--- config.mk ---
export PLATFORM = sky130hd
export DESIGN_NAME = hazard_ctrl
export DESIGN_NICKNAME = d
export VERILOG_FILES = /design/src/rtl/hz_pkg.sv /design/src/rtl/hz_fwd_sel.sv /design/src/rtl/hz_load_use.sv /design/src/rtl/hz_flush_arb.sv /design/src/rtl/hazard_ctrl.sv
export SDC_FILE = /design/constraint.sdc
export NUM_CORES = 1
export LEC_CHECK = 0
export BUFFER_PORTS_ARGS = -buffer_cell sky130_fd_sc_hd__buf_2
export CAP_MARGIN = 20
export CORE_AREA = 2 2 39 41
export DETAILED_ROUTE_END_ITERATION = 8
export DIE_AREA = 0 0 41 43
export PLACE_DENSITY = 0.77
export SLEW_MARGIN = 20
export SYNTH_ARGS = -nofsm -noshare
export SYNTH_HDL_FRONTEND = slang
export SYNTH_SLANG_ARGS = --single-unit
--- constraint.sdc ---
create_clock -name vclk -period 1.5
set_input_delay 0.075 -clock vclk [all_inputs]
set_output_delay 0.075 -clock vclk [all_outputs]
set_load 0.03 [all_outputs]
--- src/rtl/hz_pkg.sv ---
// Package: shared encodings for the hazard control unit.
// Assumes a register file addressed by REG_W bits with register 0 hardwired to zero.
package hz_pkg;
    typedef enum logic [1:0] {
        FWD_RF    = 2'b00,
        FWD_MEMWB = 2'b01,
        FWD_EXMEM = 2'b10
    } fwd_sel_e;
endpackage

--- src/rtl/hz_fwd_sel.sv ---
// Module: selects the source of one ALU operand.
// Assumes the two producer latches are one and two instructions ahead;
// the nearer producer has priority and register 0 never forwards.
module hz_fwd_sel
    import hz_pkg::*;
#(
    parameter int REG_W = 5
) (
    input  logic [REG_W-1:0] src,
    input  logic [REG_W-1:0] near_rd,
    input  logic             near_we,
    input  logic [REG_W-1:0] far_rd,
    input  logic             far_we,
    output logic [1:0]       sel
);
    localparam logic [REG_W-1:0] ZERO_REG = '0;

    logic near_hit;
    logic far_hit;

    // Match each producer latch against the operand source.
    always_comb begin
        near_hit = near_we && (near_rd != ZERO_REG) && (near_rd == src);
        far_hit  = far_we  && (far_rd  != ZERO_REG) && (far_rd  == src);
    end

    // Pick the newest matching producer, else the register file.
    always_comb begin
        if (near_hit)
            sel = FWD_EXMEM;
        else if (far_hit)
            sel = FWD_MEMWB;
        else
            sel = FWD_RF;
    end


    always_comb begin
        sel_legal_chk: assert (sel != 2'b11) else $error("select code 11 produced");
    end


    always_comb begin
        if (src == ZERO_REG)
            zero_no_fwd_chk: assert (sel == FWD_RF) else $error("register zero forwarded");
    end
endmodule

--- src/rtl/hz_load_use.sv ---
// Module: detects a load in execute whose result the decode instruction needs.
// Assumes the load destination is carried in the execute-stage rt field.
module hz_load_use #(
    parameter int REG_W = 5
) (
    input  logic             ld_in_ex,
    input  logic [REG_W-1:0] ld_dst,
    input  logic [REG_W-1:0] use_rs,
    input  logic [REG_W-1:0] use_rt,
    output logic             need_stall
);
    localparam logic [REG_W-1:0] ZERO_REG = '0;

    logic dst_live;

    // A load to register 0 produces nothing to wait for.
    always_comb dst_live = ld_in_ex && (ld_dst != ZERO_REG);

    // Stall when either decode source reads the pending load result.
    always_comb need_stall = dst_live && ((ld_dst == use_rs) || (ld_dst == use_rt));


    always_comb begin
        if (!ld_in_ex)
            no_load_no_stall_chk: assert (!need_stall) else $error("stall without load");
    end
endmodule

--- src/rtl/hz_flush_arb.sv ---
// Module: turns the stall request and taken-branch flag into pipeline controls.
// Assumes predict-not-taken with branches resolved in execute, so two
// younger instructions are in flight; a flush overrides a stall.
module hz_flush_arb (
    input  logic stall_req,
    input  logic taken,
    output logic pc_hold,
    output logic ifid_hold,
    output logic idex_bubble,
    output logic ifid_flush,
    output logic idex_flush
);
    logic stall_ok;

    // A taken branch squashes the stalling instruction, so drop the stall.
    always_comb stall_ok = stall_req && !taken;

    // Drive freeze and bubble controls from the surviving stall.
    always_comb begin
        pc_hold     = stall_ok;
        ifid_hold   = stall_ok;
        idex_bubble = stall_ok;
    end

    // Squash both younger slots on a taken branch.
    always_comb begin
        ifid_flush = taken;
        idex_flush = taken;
    end


    always_comb begin
        flush_over_stall_chk: assert (!(ifid_flush && (pc_hold || ifid_hold || idex_bubble)))
            else $error("stall asserted during flush");
    end


    always_comb begin
        stall_trio_chk: assert ((pc_hold == ifid_hold) && (ifid_hold == idex_bubble))
            else $error("stall controls disagree");
    end
endmodule

--- src/rtl/hazard_ctrl.sv ---
// Module: top of the hazard control unit for a five-stage in-order pipeline.
// Combinational: outputs follow the present latch contents in the same cycle.
// Assumes register 0 reads as zero and branches resolve in execute.
module hazard_ctrl
    import hz_pkg::*;
#(
    parameter int REG_W = 5
) (
    input  logic [REG_W-1:0] idex_rs,
    input  logic [REG_W-1:0] idex_rt,
    input  logic             idex_mem_read,
    input  logic [REG_W-1:0] exmem_rd,
    input  logic             exmem_reg_write,
    input  logic [REG_W-1:0] memwb_rd,
    input  logic             memwb_reg_write,
    input  logic [REG_W-1:0] ifid_rs,
    input  logic [REG_W-1:0] ifid_rt,
    input  logic             ex_branch_taken,
    output logic [1:0]       fwd_a,
    output logic [1:0]       fwd_b,
    output logic             pc_hold,
    output logic             ifid_hold,
    output logic             idex_bubble,
    output logic             ifid_flush,
    output logic             idex_flush
);
    localparam int NUM_OPS = 2;

    logic [REG_W-1:0] op_src [NUM_OPS];
    logic [1:0]       op_sel [NUM_OPS];
    logic             stall_req;

    // Gather the two operand sources for the per-operand selectors.
    always_comb begin
        op_src[0] = idex_rs;
        op_src[1] = idex_rt;
    end

    for (genvar g = 0; g < NUM_OPS; g++) begin : g_op
        hz_fwd_sel #(.REG_W(REG_W)) u_sel (
            .src     (op_src[g]),
            .near_rd (exmem_rd),
            .near_we (exmem_reg_write),
            .far_rd  (memwb_rd),
            .far_we  (memwb_reg_write),
            .sel     (op_sel[g])
        );
    end

    // Expose the operand selects.
    always_comb begin
        fwd_a = op_sel[0];
        fwd_b = op_sel[1];
    end

    hz_load_use #(.REG_W(REG_W)) u_lu (
        .ld_in_ex   (idex_mem_read),
        .ld_dst     (idex_rt),
        .use_rs     (ifid_rs),
        .use_rt     (ifid_rt),
        .need_stall (stall_req)
    );

    hz_flush_arb u_arb (
        .stall_req   (stall_req),
        .taken       (ex_branch_taken),
        .pc_hold     (pc_hold),
        .ifid_hold   (ifid_hold),
        .idex_bubble (idex_bubble),
        .ifid_flush  (ifid_flush),
        .idex_flush  (idex_flush)
    );


    always_comb begin
        branch_flush_chk: assert ((ifid_flush == ex_branch_taken) && (idex_flush == ex_branch_taken))
            else $error("flush does not follow taken branch");
    end


    always_comb begin
        if (exmem_reg_write && exmem_rd != '0 && exmem_rd == idex_rs)
            newest_wins_chk: assert (fwd_a == FWD_EXMEM) else $error("older producer won");
    end
endmodule

==> impl_summary.md, run 1 <==
Run status
The flow ran to the end, and the final reports show no timing, DRC or antenna violations.

Placed design
Once placement finished, the instance area stood at 689 sq um. Routability-driven placement finished with a final weighted congestion of 0.785. In this run the tool buffered the top-level ports with 43 buffer cells.

The post-placement cell count is 112. The HPWL after detailed placement is 1.09 mm.

STA
The slew at the pin closest to its max-slew limit is 0.403 ns. The max-slew headroom at the worst pin is 0.729. In the finished design, the share of the clock period the worst path needs comes to 0.968. The final count of pins violating max slew was 0. The total negative setup slack is 0 ns.

The clock period could shrink to 1.45 ns. The number of failing hold endpoints at the final stage was 0. Setup violations remaining at the end of the flow were counted as 0.

The maximum clock frequency is 689 MHz.

Routing
The post-route antenna net violation count is 0. For this run, the detailed router's first-pass iteration total came to 1. The remaining design rule violation count is 0. The first routing iteration left 0 violations. The total wire length after detailed routing is 1.16 mm.

The wire length per cell is 10.2 microns. Summing over every cut layer, the via total after detailed routing is 527. The via count normalized by instance count is 4.66.

Run
Across the run, the number of max-cap violations was 0.

Yosys
The complex-gate fraction of the synthesized area is 0.0501. Synthesis produced 61 cells. The largest family of logic cells by synthesized area is XOR/XNOR gates. Averaged over all synthesized cells, the footprint is 7.77 sq um. Of the total synthesized cell area, the portion taken by full adders, half adders and majority gates is 0. Of the synthesized area, sequential elements account for 0. The total of warnings raised by yosys is 0. The cell area after technology mapping is 474 sq um. Of the total synthesized cell area, the portion taken by AND, OR, NAND and NOR gates is 0.261.

Of the total synthesized cell area, the portion taken by XOR and XNOR cells is 0.554. Yosys mapped the design onto 14 distinct sky130hd cell types. The portion of synthesized area spent on multiplexers is 0. The net count after synthesis is 95.

GRT
Entering global routing, the biggest net connects 6 pins. The via count of the first global-routing pass is 493. The aggregate global-route resource usage is 0.143. The global-route wire length before repair is 1.86 mm. The leftover overflow at the end of global routing is 0. The initial antenna violation count was 0.

Power and ir drop
The worst voltage drop across the vdd grid is 131 uV. The share of total power in sequential cells is 0. For this design the ratio of total power to cell area is 272 nW/um^2. The fraction of power spent switching nets is 0.507.

The clock share of power is 0. Internal power comes to 0.0966 mW. The net switching power of the design is 0.0995 mW. The share of total power dissipated in combinational logic is 1.000. For this design the static power due to leakage is 0.331 nW.

Setup path
The worst setup path is captured at a primary output. The kind of launch point of the worst setup path is a primary input. The endpoint required time on the critical path is 1.42 ns.

In this run the worst setup path begins at exmem_rd[1]. The highest fanout seen on the critical path is 2. For the worst setup path, the data arrival time is 1.38 ns. The worst setup path is of the primary input to primary output kind.

Floorplan
From left edge to right edge, the die measures 41 microns. The number of placement rows is 14. The number of top-level pins is 43. In this run the vertical extent of the chip is 43 microns. The core footprint is 1380 sq um. The floorplan die area is 1760 sq um.

The effective utilization at floorplan is 0.343.

Hold path
For hold timing, the worst endpoint is ifid_flush. The type of the tightest min-delay check is primary input to primary output. The worst hold path stage count is 2. The critical hold path startpoint is ex_branch_taken.

Final layout
Across the whole layout, storage elements account for 0 sq um. In the layout the commonest cells are buf_2 (41), xor2_1 (20), xnor2_1 (10). The final layout contains 133 nets. Leaving out fill and tap cells, the most frequent cell in the layout is buf_2. In the final layout, the share of cells above drive strength 1 is 0.577. With fillers left out, the area of the finished cells amounts to 721 sq um. For this run, the number of standard cells in the final layout without fillers is 113. The total inserted antenna cells is 0. The layout overhead on the synthesized area is 52.0%. The clock buffer instance count of the final layout is 0. The total number of sequential cells is 0.

Clock network
Buffers inserted to repair hold after CTS numbered 0.
-- worst max-delay path by stage --
stage / end / slack (ns) / cells past startpoint
after floorplan: fwd_a[0] / 0.08 / 4
after global placement: fwd_a[0] / -0.03 / 6
after detailed placement: fwd_a[0] / -0.04 / 6
after CTS: fwd_a[0] / -0.01 / 6
after global routing: fwd_b[0] / -0.02 / 7
final: fwd_b[0] / 0.05 / 7
-- kinds of logic after synthesis --
family,after synthesis
simple gates,16
xor+xnor,30
buf+inv,11
compound gates,4
-- power groups by stage --
stage	sequential (mW)	combinational [mW]	clock, mW
3_3_place_gp	0	0.185	0
5_1_grt	0	0.217	0
3_5_place_dp	0	0.190	0
2_1_floorplan	0	0.116	0
4_1_cts	0	0.191	0
6_report	0	0.196	0
-- cells in the mapped netlist --
cell,instances,area (sq um)
nor2b_1,1,6.26
nor4_2,4,50.1
nor3_1,2,10.0
nand3_1,4,20.0
xor2_1,20,175
or4_1,5,37.5
o21ai_1,1,5.00
o21ai_0,1,5.00
xnor2_1,10,87.6
o21ai_2,1,8.76
buf_4,6,45.0
a21oi_1,1,5.00
buf_1,1,3.75
clkbuf_1,4,15.0
-- metal layers --
metal | vias up | track usage | share of wire
met4 | 0 | 0 | 0
met5 | - | 0 | 0
met2 | 15 | 0.278 | 0.58
li1 | 275 | - | -
met1 | 237 | 0.171 | 0.36
met3 | 0 | 0 | 0.054
-- per-stage QoR --
stage	util	hold WS (ns)	setup WS [ns]	power [mW]
floorplan	-	0.282	0.0782	0.116
finish	0.521	0.427	0.0485	0.196
global placement	0.498	0.424	-0.0279	0.185
detailed placement	0.498	0.429	-0.0408	0.190
CTS	0.502	0.429	-0.0111	0.191
global route	0.521	0.441	-0.0181	0.217
-- critical path, stage by stage --
cell     delay [ns]
buf_2          0.11
or4_4          0.52
o21ai_2        0.18
buf_4          0.13
nor4_2         0.05
nor4_4         0.14
buf_6          0.16
-- area by class of cell --
class | instances | area, sq um
fill | 142 | 663
multi-input combinational | 50 | 443
tap | 16 | 20.0
timing repair buffer | 47 | 258
-- repair_timing --
| action | 4_1_cts | 5_1_grt |
|---|---|---|
| buffers inserted | 0 | 1 |
| pin swaps | 0 | 5 |
| resized for setup | 2 | 5 |
| endpoints found under the setup margin | 2 | 2 |
Power figures use the tool's default switching activity.
==> run 2, diff against run 1 <==
- BUFFER_PORTS_ARGS: -buffer_cell sky130_fd_sc_hd__buf_2 -> -buffer_cell sky130_fd_sc_hd__clkbuf_2
- SLEW_MARGIN: 20 -> not set
==> impl_summary.md, run 2 (same netlist as run 1, synthesis figures left out) <==
Power and ir drop
The total design power is 0.213 mW (+8.7%). The worst voltage drop across the vdd grid is 132 uV (+0.66%). The fraction of power consumed by combinational cells was 1.000 (about the same). The clock share of power is 0 (unchanged). The cell area power density was 277 nW/um^2 (+2.0%). The fraction of power spent switching nets came to 0.519 (+0.0117). The share of total power in sequential cells came to 0 (unchanged). The internal portion of total power was 0.103 mW (+6.1%). The net switching power of the design is 0.111 mW (+11%). The leakage power total is 0.350 nW (+5.5%).

Floorplan
The overall die width was 41 microns (unchanged). The number of placement rows is 14 (unchanged). The number of top-level pins was 43 (unchanged).

The effective utilization at floorplan was 0.343 (unchanged). The floorplan die area is 1760 sq um (unchanged). The die height is 43 microns (unchanged). The core footprint is 1380 sq um (unchanged).

Final layout
The clock buffer instance count of the final layout is 0 (unchanged). The most common cell after layout, fill and taps aside is clkbuf_2. The area taken by multi-input logic gates is 468 sq um (+5.6%).

The fill cell instance count of the final layout is 133 (-6.3%). The layout overhead on the synthesized area is 62.0%. In the layout the commonest cells are clkbuf_2 (40), xor2_1 (20), xnor2_1 (10). The filler-free cell count of the finished design is 114 (+0.88%). The storage element area came to 0 sq um (unchanged). The fraction of final layout cells sized beyond drive strength 1 is 0.582 (+0.00431). The total number of sequential cells is 0 (unchanged). The number of nets at the end of the flow was 134 (+0.75%). The total inserted antenna cells is 0 (unchanged).

Hold path
The critical hold path startpoint is ex_branch_taken. The type of the tightest min-delay check is primary input to primary output. The worst hold path stage count was 2 (unchanged). The end point of the worst hold path is idex_flush.

STA
The max-slew headroom at the worst pin was 0.791 (+0.0618). The share of the cycle needed by the critical path after routing is 1.00 (+0.0330). The number of failing hold endpoints at the final stage came to 0 (unchanged). The maximum clock frequency is 666 MHz (-3.3%).

Setup repair after global routing could not meet its margin everywhere. The total negative setup slack is -0.00102 ns (-0.00102 ns). The slew at the pin closest to its max-slew limit is 0.312 ns (-0.0916 ns).

The final count of pins violating max slew was 0 (unchanged). The worst setup margin is -0.00102 ns (-0.0495 ns). The total of endpoints with negative setup slack in the final report was 1 (+1).

The clock period minus worst slack is 1.50 ns (+0.0495 ns).

Placed design
The last weighted congestion value of the routability-driven placer is 0.854 (+8.9%). The HPWL after detailed placement was 1.11 mm (+2.0%). The post-placement cell count is 113 (+0.89%). The count of buffers from port buffering was 43 (unchanged).

The worst setup slack after placement came to -0.0519 ns (-0.0111 ns).

GRT
The leftover overflow at the end of global routing is 0 (unchanged). The aggregate global-route resource usage is 0.165 (+0.0220). The global-route wire length before repair is 2.10 mm (+13%). The initial antenna violation count is 0 (unchanged). The via count of the first global-routing pass is 503 (+2.0%). The maximum number of pins on one net before global-route repair is 6 (unchanged).

Setup path
The worst endpoint data arrival time is 1.43 ns (+0.05 ns). The kind of end point of the critical path is a primary output. The cell at the slowest stage of the critical path is or4_4. The maximum cell stage delay along the critical path is 0.54 ns (+0.02 ns). The signal on the critical path passes through buf_6 > or4_4 > o21ai_4 > nor4_4 > nor4_4 > clkbuf_8. The endpoint required time on the critical path came to 1.42 ns (about the same). The kind of launch point of the worst setup path is a primary input. The cell occurring most often along the worst timing path is nor4_4. The highest fanout seen on the critical path is 2 (unchanged). The critical path in this run is classified as primary input to primary output.

Routing
The number of iterations in the first detailed-routing pass came to 3 (+2). The total wire length after detailed routing is 1.30 mm (+13%). The post-route antenna net violation count is 0 (unchanged). The number of design-rule violations left by the first detailed-router iteration is 7 (+7). The total vias in the final route was 542 (+2.8%). The wire length per cell came to 11.4 microns (+12%). The remaining design rule violation count is 0 (unchanged). The via count normalized by instance count is 4.75 (+1.9%).

Run
The number of maximum-capacitance constraint violations is 0 (unchanged).

Run status
The run finished, with violations left. The final reports fail on negative setup slack.

Clock network
The number of hold buffers added after CTS came to 0 (unchanged).
## run 2: cell count changes in the layout (fill, tap and decap cells not counted)
cell,previous run,this run
buf_2,41,0
clkbuf_2,0,40
clkbuf_8,0,2
nor4_2,2,0
nor4_4,2,4
o21ai_2,1,0
o21ai_4,0,1
## run 2: how the worst max path moves through the flow
stage / start / end / slack (ns)
after floorplan: exmem_rd[1] / fwd_a[0] / 0.08
after global placement: exmem_rd[1] / fwd_b[0] / -0.03
after detailed placement: exmem_rd[1] / fwd_a[0] / -0.05
after CTS: exmem_rd[1] / fwd_a[0] / 0.002
after global routing: exmem_rd[4] / fwd_b[0] / -0.05
final: exmem_rd[4] / fwd_b[0] / -0.001
## run 2: metrics by stage
step | instance area, sq um | util | hold WS (ns)
floorplan | 495 | - | 0.282
global placement | 697 | 0.504 | 0.419
detailed placement | 697 | 0.504 | 0.423
CTS | 762 | 0.551 | 0.423
global route | 768 | 0.555 | 0.440
finish | 768 | 0.555 | 0.421
## run 2: power groups by stage
| stage | clock (mW) | combinational (mW) | sequential (mW) |
|---|---|---|---|
| floorplan | 0 | 0.116 | 0 |
| global placement | 0 | 0.187 | 0 |
| detailed placement | 0 | 0.191 | 0 |
| CTS | 0 | 0.212 | 0 |
| global route | 0 | 0.232 | 0 |
| finish | 0 | 0.213 | 0 |
## run 2: routing by layer
layer | track usage | wire [microns]
met5 | 0 | 0
met4 | 0 | 0
met3 | 0.00524 | 65
met2 | 0.300 | 762
met1 | 0.215 | 474
## run 2: cell type report
| cell class | instances | area share |
|---|---|---|
| repair buffers | 48 | 0.365 |
| well taps | 16 | 0.0261 |
| multi-input cells | 50 | 0.609 |
## run 2: worst max-delay path, delay by kind of cell
family          cells  cell delay [ns]
compound gates      1             0.19
buf+inv             2             0.29
simple gates        3             0.88
## run 2: what timing repair did
action / CTS / global route
buffers inserted: 1 / 0
gates resized for setup: 11 / 1
pin swaps: 4 / 4
endpoints found under the setup margin: 2 / 2
==> run 3, diff against run 2 <==
- PLACE_DENSITY: 0.77 -> 0.87
==> impl_summary.md, run 3 (same netlist as run 1, synthesis figures left out) <==
Routing
The total vias in the final route is 550 (+1.5%). The post-route antenna net violation count is 0 (unchanged). The total wire length after detailed routing came to 1.47 mm (+13%). The remaining design rule violation count is 0 (unchanged). The via count normalized by instance count is 4.78 (+0.59%). The number of design-rule violations left by the first detailed-router iteration is 1 (-6).

The wire length per cell is 12.7 microns (+12%). The number of iterations in the first detailed-routing pass is 2 (-1).

Setup path
The highest fanout seen on the critical path was 5 (+3). The worst endpoint data arrival time is 1.42 ns (about the same). STA classifies the critical path endpoint as a primary output. The kind of launch point of the worst setup path is a primary input. The worst setup path category is primary input to primary output. The endpoint required time on the critical path is 1.42 ns (about the same).

STA
The max-slew headroom at the worst pin was 0.789 (-0.00133). The worst setup margin is 0.00217 ns (+0.00319 ns). The final count of pins violating max slew is 0 (unchanged).

The worst hold slack after final layout is 0.421 ns (-0.000225 ns). Setup repair after global routing could not meet its margin everywhere. The slew at the pin closest to its max-slew limit is 0.314 ns (+0.00198 ns). The total of endpoints with negative setup slack in the final report came to 0 (-1). The clock period minus worst slack was 1.50 ns (-0.00319 ns).

The maximum clock frequency came to 668 MHz (+0.21%). The number of failing hold endpoints at the final stage is 0 (unchanged). The share of the cycle needed by the critical path after routing is 0.999 (-0.00213).

Final layout
The storage element area is 0 sq um (unchanged). The fraction of final layout cells sized beyond drive strength 1 is 0.586 (+0.00423). Leaving out fill and tap cells, the most frequent cells in the layout are clkbuf_2 (40), xor2_1 (20), xnor2_1 (10). The fill cell instance count of the final layout is 122 (-8.3%). The fraction of the core area covered by cells at the end of the flow is 0.555 (unchanged).

The filler-free cell count of the finished design came to 115 (+0.88%). The library cell used most frequently in the layout, excluding fill and tap cells, is clkbuf_2. The layout overhead on the synthesized area is 62.0% (unchanged). The total number of sequential cells is 0 (unchanged). The area taken by multi-input logic gates came to 468 sq um (unchanged). The finished layout cell area was 768 sq um (unchanged). The clock buffer instance count of the final layout came to 0 (unchanged).

The number of nets at the end of the flow is 135 (+0.75%). The total inserted antenna cells is 0 (unchanged).

GRT
The initial antenna violation count was 0 (unchanged). The leftover overflow at the end of global routing is 0 (unchanged). The aggregate global-route resource usage is 0.186 (+0.0210).

The via count of the first global-routing pass came to 531 (+5.6%). The global-route wire length before repair is 2.32 mm (+10%). The maximum number of pins on one net before global-route repair was 6 (unchanged).

Power and ir drop
The worst voltage drop across the vdd grid is 142 uV (+7.7%). The leakage power total came to 0.351 nW (+0.44%). The cell area power density is 283 nW/um^2 (+1.9%).

Clock network
The number of hold buffers added after CTS is 0 (unchanged).

Floorplan
The core footprint is 1380 sq um (unchanged). The number of top-level pins is 43 (unchanged). The die height is 43 microns (unchanged). The number of placement rows is 14 (unchanged). The effective utilization at floorplan is 0.343 (unchanged).

The floorplan die area was 1760 sq um (unchanged). The overall die width is 41 microns (unchanged).

Run
The number of maximum-capacitance constraint violations is 0 (unchanged).

Placed design
The HPWL after detailed placement is 1.26 mm (+13%). The last weighted congestion value of the routability-driven placer is 0.795 (-7.0%). The count of buffers from port buffering is 43 (unchanged). The area of placed instances was 697 sq um (unchanged). The worst setup slack after placement came to -0.0886 ns (-0.0367 ns).

The post-placement cell count is 113 (unchanged).

Run status
The flow ran to the end, and the final reports show no timing, DRC or antenna violations.

Hold path
The type of the tightest min-delay check is primary input to primary output.
==> run 3: cell types whose count changed in the layout (fill, tap and decap cells not counted), sizes merged <==
| cell | delta |
|---|---|
| clkbuf | +1 |
==> run 3: critical path: stages <==
cell and delay, ns:
clkbuf_4 0.15, xor2_1 0.17, or4_4 0.54, nor4_4 0.29
clkbuf_8 0.20
==> run 3: final timing paths <==
kind | start | to | slack [ns] | cells after the start
hold / removal | ex_branch_taken | ifid_flush | 0.42 | 2
setup / recovery | idex_rt[4] | fwd_b[0] | 0.002 | 5
==> run 3: timing repair <==
action                     in CTS  in global routing
setup endpoints to repair       2                  2
pin swaps                       7                  1
resized for setup              11                  0
setup buffers                   2                  0
==> run 3: layout make-up <==
class,count,share of cell area
Timing Repair Buffer,49,0.365
Tap cell,16,0.0261
Multi-Input combinational cell,50,0.609
==> run 3: power by group <==
part	total, mW	internal [mW]	switching (mW)
Sequential	0	0	0
Combinational	0.217	0.103	0.114
Clock	0	0	0
Total	0.217	0.103	0.114
==> run 3: per-stage QoR <==
step | total power, mW | TNS, ns
after global routing | 0.234 | -0.0653
final | 0.217 | 0
after detailed placement | 0.194 | -0.175
after CTS | 0.216 | 0
after global placement | 0.186 | -0.0405
after floorplan | 0.116 | 0
==> run 3: per-layer routing <==
metal | part of all wire | vias up | global-route usage
li1 | - | 278 | -
met1 | 0.36 | 249 | 0.215
met2 | 0.57 | 21 | 0.344
met3 | 0.049 | 2 | 0.0157
met4 | 0.014 | 0 | 0.0333
met5 | 0 | - | 0
